--- config.mk ---
export PLATFORM = sky130hd
export DESIGN_NAME = cf_approx_engine
export DESIGN_NICKNAME = d
export VERILOG_FILES = /design/src/rtl/cf_approx_pkg.sv /design/src/rtl/cf_divider.sv /design/src/rtl/cf_rate_mul.sv /design/src/rtl/cf_term_step.sv /design/src/rtl/cf_approx_engine.sv
export SDC_FILE = /design/constraint.sdc
export NUM_CORES = 2
export LEC_CHECK = 0
export BUFFER_PORTS_ARGS = -buffer_cell sky130_fd_sc_hd__buf_2
export CORE_MARGIN = 2
export CORE_UTILIZATION = 60
export DETAILED_ROUTE_END_ITERATION = 12
export HOLD_SLACK_MARGIN = 0.05
export PLACE_DENSITY = 0.89
export SYNTH_ARGS = -nofsm -noshare
export SYNTH_HDL_FRONTEND = slang
export SYNTH_SLANG_ARGS = --single-unit
--- constraint.sdc ---
create_clock -name clk_i -period 41.9 [get_ports clk_i]
set_input_delay 4.19 -clock clk_i [delete_from_list [all_inputs] [get_ports clk_i]]
set_output_delay 4.19 -clock clk_i [all_outputs]
set_load 0.02 [all_outputs]
--- src/rtl/cf_approx_pkg.sv ---
package cf_approx_pkg;

  // Sequencer states of the approximation engine.
  typedef enum logic [3:0] {
    ST_IDLE,
    ST_LOOP,
    ST_QDIV,
    ST_PRE,
    ST_MUL,
    ST_RDIV,
    ST_ROUND,
    ST_RCHK,
    ST_FINAL
  } cf_state_e;

  // Mode flags captured when a request is accepted.
  typedef struct packed {
    logic rnd_up;
    logic rnd_dn;
    logic dry;
  } cf_mode_t;

endpackage

--- src/rtl/cf_divider.sv ---
// Restoring divider, one quotient bit per cycle, W cycles per division.
module cf_divider #(
  parameter int W = 80
) (
  input  logic         clk_i,
  input  logic         rst_n,
  input  logic         start_i,
  input  logic [W-1:0] dividend_i,
  input  logic [W-1:0] divisor_i,
  output logic         done_o,
  output logic [W-1:0] quot_o,
  output logic [W-1:0] rem_o
);

  localparam int CW = $clog2(W + 1);

  logic          act_q, act_d;
  logic          done_q, done_d;
  logic [CW-1:0] cnt_q, cnt_d;
  logic [W-1:0]  rem_q, rem_d;
  logic [W-1:0]  quo_q, quo_d;
  logic [W-1:0]  dvs_q, dvs_d;
  logic [W:0]    trial;
  logic [W:0]    diff;
  logic          en;

  always_comb begin
    act_d  = act_q;
    cnt_d  = cnt_q;
    rem_d  = rem_q;
    quo_d  = quo_q;
    dvs_d  = dvs_q;
    done_d = 1'b0;
    trial  = {rem_q, quo_q[W-1]};
    diff   = trial - {1'b0, dvs_q};
    if (start_i) begin
      act_d = 1'b1;
      cnt_d = '0;
      rem_d = '0;
      quo_d = dividend_i;
      dvs_d = divisor_i;
    end else if (act_q) begin
      if (trial >= {1'b0, dvs_q}) begin
        rem_d = diff[W-1:0];
        quo_d = {quo_q[W-2:0], 1'b1};
      end else begin
        rem_d = trial[W-1:0];
        quo_d = {quo_q[W-2:0], 1'b0};
      end
      cnt_d = cnt_q + 1'b1;
      if (cnt_q == CW'(W - 1)) begin
        act_d  = 1'b0;
        done_d = 1'b1;
      end
    end
  end

  assign en = start_i | act_q;

  always_ff @(posedge clk_i or negedge rst_n) begin
    if (!rst_n) begin
      act_q  <= 1'b0;
      done_q <= 1'b0;
      cnt_q  <= '0;
      rem_q  <= '0;
      quo_q  <= '0;
      dvs_q  <= '0;
    end else begin
      done_q <= done_d;
      if (en) begin
        act_q <= act_d;
        cnt_q <= cnt_d;
        rem_q <= rem_d;
        quo_q <= quo_d;
        dvs_q <= dvs_d;
      end
    end
  end

  assign done_o = done_q;
  assign quot_o = quo_q;
  assign rem_o  = rem_q;

endmodule

--- src/rtl/cf_rate_mul.sv ---
// Shift-add multiplier: one multiplier bit per cycle, BW cycles.
module cf_rate_mul #(
  parameter int AW = 64,
  parameter int BW = 16
) (
  input  logic            clk_i,
  input  logic            rst_n,
  input  logic            start_i,
  input  logic [AW-1:0]   a_i,
  input  logic [BW-1:0]   b_i,
  output logic            done_o,
  output logic [AW+BW-1:0] prod_o
);

  localparam int PW = AW + BW;
  localparam int CW = $clog2(BW + 1);

  logic          act_q, act_d;
  logic          done_q, done_d;
  logic [CW-1:0] cnt_q, cnt_d;
  logic [PW-1:0] acc_q, acc_d;
  logic [PW-1:0] mc_q, mc_d;
  logic [BW-1:0] mp_q, mp_d;
  logic          en;

  always_comb begin
    act_d  = act_q;
    cnt_d  = cnt_q;
    acc_d  = acc_q;
    mc_d   = mc_q;
    mp_d   = mp_q;
    done_d = 1'b0;
    if (start_i) begin
      act_d = 1'b1;
      cnt_d = '0;
      acc_d = '0;
      mc_d  = {{BW{1'b0}}, a_i};
      mp_d  = b_i;
    end else if (act_q) begin
      if (mp_q[0]) acc_d = acc_q + mc_q;
      mc_d  = {mc_q[PW-2:0], 1'b0};
      mp_d  = {1'b0, mp_q[BW-1:1]};
      cnt_d = cnt_q + 1'b1;
      if (cnt_q == CW'(BW - 1)) begin
        act_d  = 1'b0;
        done_d = 1'b1;
      end
    end
  end

  assign en = start_i | act_q;

  always_ff @(posedge clk_i or negedge rst_n) begin
    if (!rst_n) begin
      act_q  <= 1'b0;
      done_q <= 1'b0;
      cnt_q  <= '0;
      acc_q  <= '0;
      mc_q   <= '0;
      mp_q   <= '0;
    end else begin
      done_q <= done_d;
      if (en) begin
        act_q <= act_d;
        cnt_q <= cnt_d;
        acc_q <= acc_d;
        mc_q  <= mc_d;
        mp_q  <= mp_d;
      end
    end
  end

  assign done_o = done_q;
  assign prod_o = acc_q;

endmodule

--- src/rtl/cf_term_step.sv ---
// One convergent term update: next = prev + q*cur, saturated at 2^TW.
// Any value above the term ceiling is discarded later, so saturation
// keeps every compare exact while the arithmetic stays TW+1 bits wide.
module cf_term_step #(
  parameter int QW = 80,
  parameter int TW = 16
) (
  input  logic [QW-1:0] q_i,
  input  logic [TW:0]   prev_i,
  input  logic [TW:0]   cur_i,
  output logic [TW:0]   next_o
);

  localparam int        TV  = TW + 1;
  localparam logic [TW:0] CAP = {1'b1, {TW{1'b0}}};

  logic [TW:0]     q_sat;
  logic [2*TV-1:0] prod;
  logic [2*TV:0]   sum;

  always_comb begin
    if (q_i > {{(QW-TV){1'b0}}, CAP}) q_sat = CAP;
    else                              q_sat = q_i[TW:0];
    prod = {{TV{1'b0}}, q_sat} * {{TV{1'b0}}, cur_i};
    sum  = {1'b0, prod} + {{(TV+1){1'b0}}, prev_i};
    if (sum > {{(TV+1){1'b0}}, CAP}) next_o = CAP;
    else                             next_o = sum[TW:0];
  end

endmodule

--- src/rtl/cf_approx_engine.sv ---
module cf_approx_engine
  import cf_approx_pkg::*;
#(
  parameter int RATE_W = 64,
  parameter int TERM_W = 16
) (
  input  logic                     clk_i,
  input  logic                     rst_n_i,
  input  logic                     start_i,
  input  logic [RATE_W-1:0]        req_rate_i,
  input  logic [RATE_W-1:0]        in_rate_i,
  input  logic                     rnd_up_i,
  input  logic                     rnd_dn_i,
  input  logic                     dry_run_i,
  output logic                     busy_o,
  output logic                     done_o,
  output logic                     commit_o,
  output logic                     err_range_o,
  output logic                     err_inval_o,
  output logic [TERM_W-1:0]        num_o,
  output logic [TERM_W-1:0]        den_o,
  output logic [RATE_W+TERM_W-1:0] rate_o
);

  localparam int           PW  = RATE_W + TERM_W;
  localparam int           TV  = TERM_W + 1;
  localparam logic [TV-1:0] LIM = {1'b0, {TERM_W{1'b1}}};
  localparam logic [TV-1:0] ONE = TV'(1);

  // Reset: asserted asynchronously, released on the clock.
  logic [1:0] rsync_q;
  logic       rst_n;

  always_ff @(posedge clk_i or negedge rst_n_i) begin
    if (!rst_n_i) rsync_q <= 2'b00;
    else          rsync_q <= {rsync_q[0], 1'b1};
  end
  assign rst_n = rsync_q[1];

  // State
  cf_state_e     state_q, state_d;
  cf_mode_t      mode_q, mode_d;
  logic [RATE_W-1:0] req_q, req_d;
  logic [RATE_W-1:0] in_q, in_d;
  logic [PW-1:0] nrem_q, nrem_d, drem_q, drem_d;
  logic [TV-1:0] np_q, np_d, dp_q, dp_d, nc_q, nc_d, dc_q, dc_d;
  logic [TV-1:0] nres_q, nres_d, dres_q, dres_d;
  logic [PW-1:0] rate_q, rate_d;
  logic          inf_q, inf_d;
  logic          phase_q, phase_d;
  logic          done_q, done_d, commit_q, commit_d;
  logic          erng_q, erng_d, einv_q, einv_d;
  logic [TERM_W-1:0] num_q, num_d, den_q, den_d;
  logic [PW-1:0] orate_q, orate_d;

  // Shared arithmetic
  logic          div_start, div_done;
  logic [PW-1:0] div_a, div_b, div_quot, div_rem;
  logic          mul_start, mul_done;
  logic [PW-1:0] mul_prod;
  logic [PW-1:0] req_ext;
  logic          rate_lt, rate_gt;

  cf_divider #(.W(PW)) u_div (
    .clk_i      (clk_i),
    .rst_n      (rst_n),
    .start_i    (div_start),
    .dividend_i (div_a),
    .divisor_i  (div_b),
    .done_o     (div_done),
    .quot_o     (div_quot),
    .rem_o      (div_rem)
  );

  cf_rate_mul #(.AW(RATE_W), .BW(TERM_W)) u_mul (
    .clk_i   (clk_i),
    .rst_n   (rst_n),
    .start_i (mul_start),
    .a_i     (in_q),
    .b_i     (nres_q[TERM_W-1:0]),
    .done_o  (mul_done),
    .prod_o  (mul_prod)
  );

  // Numerator (index 0) and denominator (index 1) term updates.
  logic [TV-1:0] step_prev [2];
  logic [TV-1:0] step_cur  [2];
  logic [TV-1:0] step_next [2];

  assign step_prev[0] = np_q;
  assign step_prev[1] = dp_q;
  assign step_cur[0]  = nc_q;
  assign step_cur[1]  = dc_q;

  for (genvar g = 0; g < 2; g++) begin : g_term
    cf_term_step #(.QW(PW), .TW(TERM_W)) u_step (
      .q_i    (div_quot),
      .prev_i (step_prev[g]),
      .cur_i  (step_cur[g]),
      .next_o (step_next[g])
    );
  end

  assign req_ext = {{TERM_W{1'b0}}, req_q};
  assign rate_lt = !inf_q && (rate_q < req_ext);
  assign rate_gt = inf_q || (rate_q > req_ext);

  always_comb begin
    state_d   = state_q;
    mode_d    = mode_q;
    req_d     = req_q;
    in_d      = in_q;
    nrem_d    = nrem_q;
    drem_d    = drem_q;
    np_d      = np_q;
    dp_d      = dp_q;
    nc_d      = nc_q;
    dc_d      = dc_q;
    nres_d    = nres_q;
    dres_d    = dres_q;
    rate_d    = rate_q;
    inf_d     = inf_q;
    phase_d   = phase_q;
    done_d    = 1'b0;
    commit_d  = 1'b0;
    erng_d    = erng_q;
    einv_d    = einv_q;
    num_d     = num_q;
    den_d     = den_q;
    orate_d   = orate_q;
    div_start = 1'b0;
    div_a     = '0;
    div_b     = '0;
    mul_start = 1'b0;

    case (state_q)
      ST_IDLE: begin
        if (start_i) begin
          mode_d  = '{rnd_up: rnd_up_i, rnd_dn: rnd_dn_i, dry: dry_run_i};
          req_d   = req_rate_i;
          in_d    = in_rate_i;
          nrem_d  = {{TERM_W{1'b0}}, req_rate_i};
          drem_d  = {{TERM_W{1'b0}}, in_rate_i};
          np_d    = '0;
          dp_d    = ONE;
          nc_d    = ONE;
          dc_d    = '0;
          phase_d = 1'b0;
          inf_d   = 1'b0;
          state_d = ST_LOOP;
        end
      end

      ST_LOOP: begin
        if ((drem_q != '0) && (nc_q < LIM) && (dc_q < LIM)) begin
          div_start = 1'b1;
          div_a     = nrem_q;
          div_b     = drem_q;
          state_d   = ST_QDIV;
        end else begin
          if ((nc_q > LIM) || (dc_q > LIM)) begin
            nres_d = np_q;
            dres_d = dp_q;
          end else begin
            nres_d = nc_q;
            dres_d = dc_q;
          end
          state_d = ST_PRE;
        end
      end

      ST_QDIV: begin
        if (div_done) begin
          nrem_d  = drem_q;
          drem_d  = div_rem;
          np_d    = nc_q;
          nc_d    = step_next[0];
          dp_d    = dc_q;
          dc_d    = step_next[1];
          state_d = ST_LOOP;
        end
      end

      ST_PRE: begin
        if (dres_q == '0) begin
          inf_d   = 1'b1;
          state_d = ST_ROUND;
        end else begin
          mul_start = 1'b1;
          state_d   = ST_MUL;
        end
      end

      ST_MUL: begin
        if (mul_done) begin
          div_start = 1'b1;
          div_a     = mul_prod;
          div_b     = {{(PW-TV){1'b0}}, dres_q};
          state_d   = ST_RDIV;
        end
      end

      ST_RDIV: begin
        if (div_done) begin
          rate_d  = div_quot;
          state_d = phase_q ? ST_FINAL : ST_ROUND;
        end
      end

      ST_ROUND: begin
        if (mode_q.rnd_up && rate_lt) begin
          if ((nres_q > dres_q) && (dres_q > ONE)) nres_d = nres_q + ONE;
          else                                     dres_d = dres_q - ONE;
        end else if (mode_q.rnd_dn && rate_gt) begin
          if ((nres_q > dres_q) && (nres_q > ONE)) nres_d = nres_q - ONE;
          else                                     dres_d = dres_q + ONE;
        end
        state_d = ST_RCHK;
      end

      ST_RCHK: begin
        if ((nres_q > LIM) || (dres_q > LIM) || (dres_q == '0)) begin
          done_d  = 1'b1;
          erng_d  = (nres_q > LIM) || (dres_q > LIM);
          einv_d  = !((nres_q > LIM) || (dres_q > LIM));
          num_d   = '0;
          den_d   = '0;
          orate_d = '0;
          state_d = ST_IDLE;
        end else begin
          phase_d = 1'b1;
          inf_d   = 1'b0;
          state_d = ST_PRE;
        end
      end

      ST_FINAL: begin
        done_d  = 1'b1;
        einv_d  = 1'b0;
        state_d = ST_IDLE;
        if (!mode_q.dry && !mode_q.rnd_up && !mode_q.rnd_dn && (rate_q != req_ext)) begin
          erng_d  = 1'b1;
          num_d   = '0;
          den_d   = '0;
          orate_d = '0;
        end else begin
          erng_d   = 1'b0;
          commit_d = !mode_q.dry;
          num_d    = nres_q[TERM_W-1:0];
          den_d    = dres_q[TERM_W-1:0];
          orate_d  = rate_q;
        end
      end

      default: state_d = ST_IDLE;
    endcase
  end

  always_ff @(posedge clk_i or negedge rst_n) begin
    if (!rst_n) begin
      state_q  <= ST_IDLE;
      mode_q   <= '0;
      req_q    <= '0;
      in_q     <= '0;
      nrem_q   <= '0;
      drem_q   <= '0;
      np_q     <= '0;
      dp_q     <= '0;
      nc_q     <= '0;
      dc_q     <= '0;
      nres_q   <= '0;
      dres_q   <= '0;
      rate_q   <= '0;
      inf_q    <= 1'b0;
      phase_q  <= 1'b0;
      done_q   <= 1'b0;
      commit_q <= 1'b0;
      erng_q   <= 1'b0;
      einv_q   <= 1'b0;
      num_q    <= '0;
      den_q    <= '0;
      orate_q  <= '0;
    end else begin
      state_q  <= state_d;
      done_q   <= done_d;
      commit_q <= commit_d;
      if (state_q != ST_IDLE || start_i) begin
        mode_q  <= mode_d;
        req_q   <= req_d;
        in_q    <= in_d;
        nrem_q  <= nrem_d;
        drem_q  <= drem_d;
        np_q    <= np_d;
        dp_q    <= dp_d;
        nc_q    <= nc_d;
        dc_q    <= dc_d;
        nres_q  <= nres_d;
        dres_q  <= dres_d;
        rate_q  <= rate_d;
        inf_q   <= inf_d;
        phase_q <= phase_d;
      end
      if (done_d) begin
        erng_q  <= erng_d;
        einv_q  <= einv_d;
        num_q   <= num_d;
        den_q   <= den_d;
        orate_q <= orate_d;
      end
    end
  end

  assign busy_o      = (state_q != ST_IDLE);
  assign done_o      = done_q;
  assign commit_o    = commit_q;
  assign err_range_o = erng_q;
  assign err_inval_o = einv_q;
  assign num_o       = num_q;
  assign den_o       = den_q;
  assign rate_o      = orate_q;

endmodule

==> metrics.yaml <==
timing:
  tightest_slew_ns: 1.39
  maxSlewHeadroom: 0.0765
  drv_slew: 0
  grt_setup_unrepaired: "false"
  hold_viol_final: 0
  fmaxAchievable_mhz: 86.8
  setup_viol: 0
  tns_ns: 0
  period_share: 0.275
  fin_crit_ns: 11.52
  layout_setup_ws_ns: 30.38
  fin_worst_skew_ns: 0.118
  fin_hold_ws_ns: 0.353
worst_hold_path:
  worstHoldPathType: "flop to flop"
die:
  ios: 251
  start_util: 0.605
  row_count: 131
  dieArea_um2: 132000
  fp.dieW_um: 363
  core_area_um2: 128000
  fp.dieH_um: 363
cts:
  clkTransAtPathRegs_ns: 0.07
  cts.path.max_buffers: 3
  cts_inserted_buffers: 108
  hold_buffers: 0
  worstSkewPairLatency_ns: 0.80
  cts_tree: "done"
  ctsHtreeMaxLevel: 3
  post_cts_buffers: 0
  cts-root-buf: "clkbuf_16"
  clkSinkCount: 1029
  cts_resized: 0
setup_path:
  crit_path_max_incr_delay_ns: 1.07
  slowest_stage: "and2_1"
  critPathBufInv: 4
  cp_common_cell: "fa_1"
  path_max_fanout: 264
  critPathRequiredTime_ns: 42.55
  end_kind: "flop"
  rrSetupSlack_ns: 30.38
  crit_type: "flop to flop"
  cpLargestDelayFamily: "simple AND/OR/NAND/NOR gates"
  cp-start-kind: "flop"
  crit_arrival_ns: 12.17
final_layout:
  drive_above_1_share: 0.0988
  final_common_cell: "nand2_1"
  finalInstanceArea_um2: 83100
  finish.net_count: 9354
  final_cell_mix: "nand2_1, dfrtp_1, inv_1"
  syn2layout_area_growth_pct: 7.44
grt:
  grt_pass1_vias: 65800
  grtUsageTotal: 0.379
  grt_pass1_wl_um: 386000
  globalRouteOverflowTotal: 0
  grt_max_degree: 265
  antenna_found_initial: 18
logic_synthesis:
  syn_inst: 8389
  seq_area_frac_synth: 0.333
  yosys.area.top_type_share: 0.333
  synth_edf_count: 0
  syn_area_um2: 77400
  yosysTopAreaCell: "dfrtp_1"
  avgSynthCellArea_um2: 9.22
  ys_types: 112
  yosys_warnings: 0
  synth.top_cells.by_area: "dfrtp_1, fa_1, ha_1"
  async_flop_share: 1.00
  syn-num-nets: 9484
  synth_ff_type: "dfrtp_1"
  synth-seq-cells: 1029
power_and_ir_drop:
  power.leakage_uw: 0.0416
  peakVddDrop_uv: 55.8
  power.density_nw_per_um2: 67.3
placed_design:
  port_buffers: 250
  dpl_cell_area_um2: 79300
  place.gp.congestion: 0.989
  hpwlAfterDp_um: 182000
  place_ws_ns: 30.86
routing:
  met1_length_um: 98000
  drt-total-wl_um: 251000
  num_vias: 66500
  drt-vias-per-instance: 6.64
  wl_met3_um: 35600
  routed-wl-met2_um: 106000
  drtIter0Drc: 8724
  drt-pass1-iter-count: 10
  wl_per_cell_um: 25.0
  ant_nets: 0
  route.top_layer_used: "met5"
  drc: 0
run:
  maxCapViolCount: 0
outcome:
  outcome: "finished clean"
[routing by layer]
metal  GRT usage  vias up
li1            -    28600
met5           0        -
met4       0.148       18
met3       0.120      706
met1       0.533    33000
met2       0.547     4173
[stage by stage]
stage	power [µW]	util	std cells
after floorplan	3630	-	8389
after global placement	4330	0.620	9811
after detailed placement	4430	0.620	9811
after CTS	5490	0.650	10000
after global routing	5900	0.650	10000
final	5600	0.650	10000
[flip-flops by register name, indices dropped and copies added, names as in the netlist, 64 cells and up]
name / count
rate_q: 80
in_q: 64
rate_o: 80
u_mul.prod_o: 80
nrem_q: 80
u_mul.mc_q: 80
drem_q: 80
u_div.quot_o: 80
u_div.rem_o: 80
req_q: 64
u_div.dvs_q: 80
[area by class of cell]
type,instances,area [µm²]
Fill cell,9738,44700
Multi-Input combinational cell,5936,46300
Inverter,851,3190
Clock buffer,151,3100
Sequential cell,1029,25800
Clock inverter,50,743
Tap cell,1662,2080
Timing Repair Buffer,333,1960
Antenna cell,4,10.0
[cells in the mapped netlist, drive strengths merged, types with 13 or more instances]
cell type	count
nand2	1103
dfrtp	1029
inv	851
o21ai	526
clkbuf	518
fa	486
ha	475
a21oi	436
nor2	377
and3	295
mux2i	279
mux2	218
a22o	170
a21o	147
xnor2	111
nand3	110
a31oi	108
nand4	105
o31ai	104
a22oi	103
a211oi	85
nor3	71
nor4	71
xor2	71
and2	54
buf	52
o21bai	41
nor2b	35
o21a	32
nand2b	28
o211ai	28
o22ai	19
or3	17
a21boi	15
a221oi	15
and4	14
a2bb2oi	13
[power breakdown]
part,switching [µW],leakage (µW),internal (µW)
clock,443,0.00186,596
sequential,465,0.0133,1340
combinational,1690,0.0264,1060
[cells by family after synthesis]
| family | share of synthesized area |
|---|---|
| AOI/OAI and AO/OA | 0.164 |
| xor gates and xnor gates | 0.0207 |
| adders and majority gates | 0.203 |
| buffers and inverters | 0.0709 |
| DFF | 0.333 |
| muxes | 0.0678 |
| other | 0.0000485 |
| and+or+nand+nor | 0.141 |
[final timing paths]
check,start,end,cells past startpoint
max,u_div.quot_o[48]$_DFFE_PN0P_,nc_q[6]$_DFFE_PN0P_,28
min,rsync_q[0]$_DFF_PN0_,rsync_q[1]$_DFF_PN0_,0
max reg2reg,u_div.quot_o[48]$_DFFE_PN0P_,nc_q[6]$_DFFE_PN0P_,28
min reg2reg,rsync_q[0]$_DFF_PN0_,rsync_q[1]$_DFF_PN0_,0
max in group asynchronous,rsync_q[1]$_DFF_PN0_,u_mul.act_q$_DFFE_PN0P_,6
min in group asynchronous,rsync_q[1]$_DFF_PN0_,u_div.rem_o[6]$_DFFE_PN0P_,0
No activity file was read; power rests on OpenSTA's default activity.
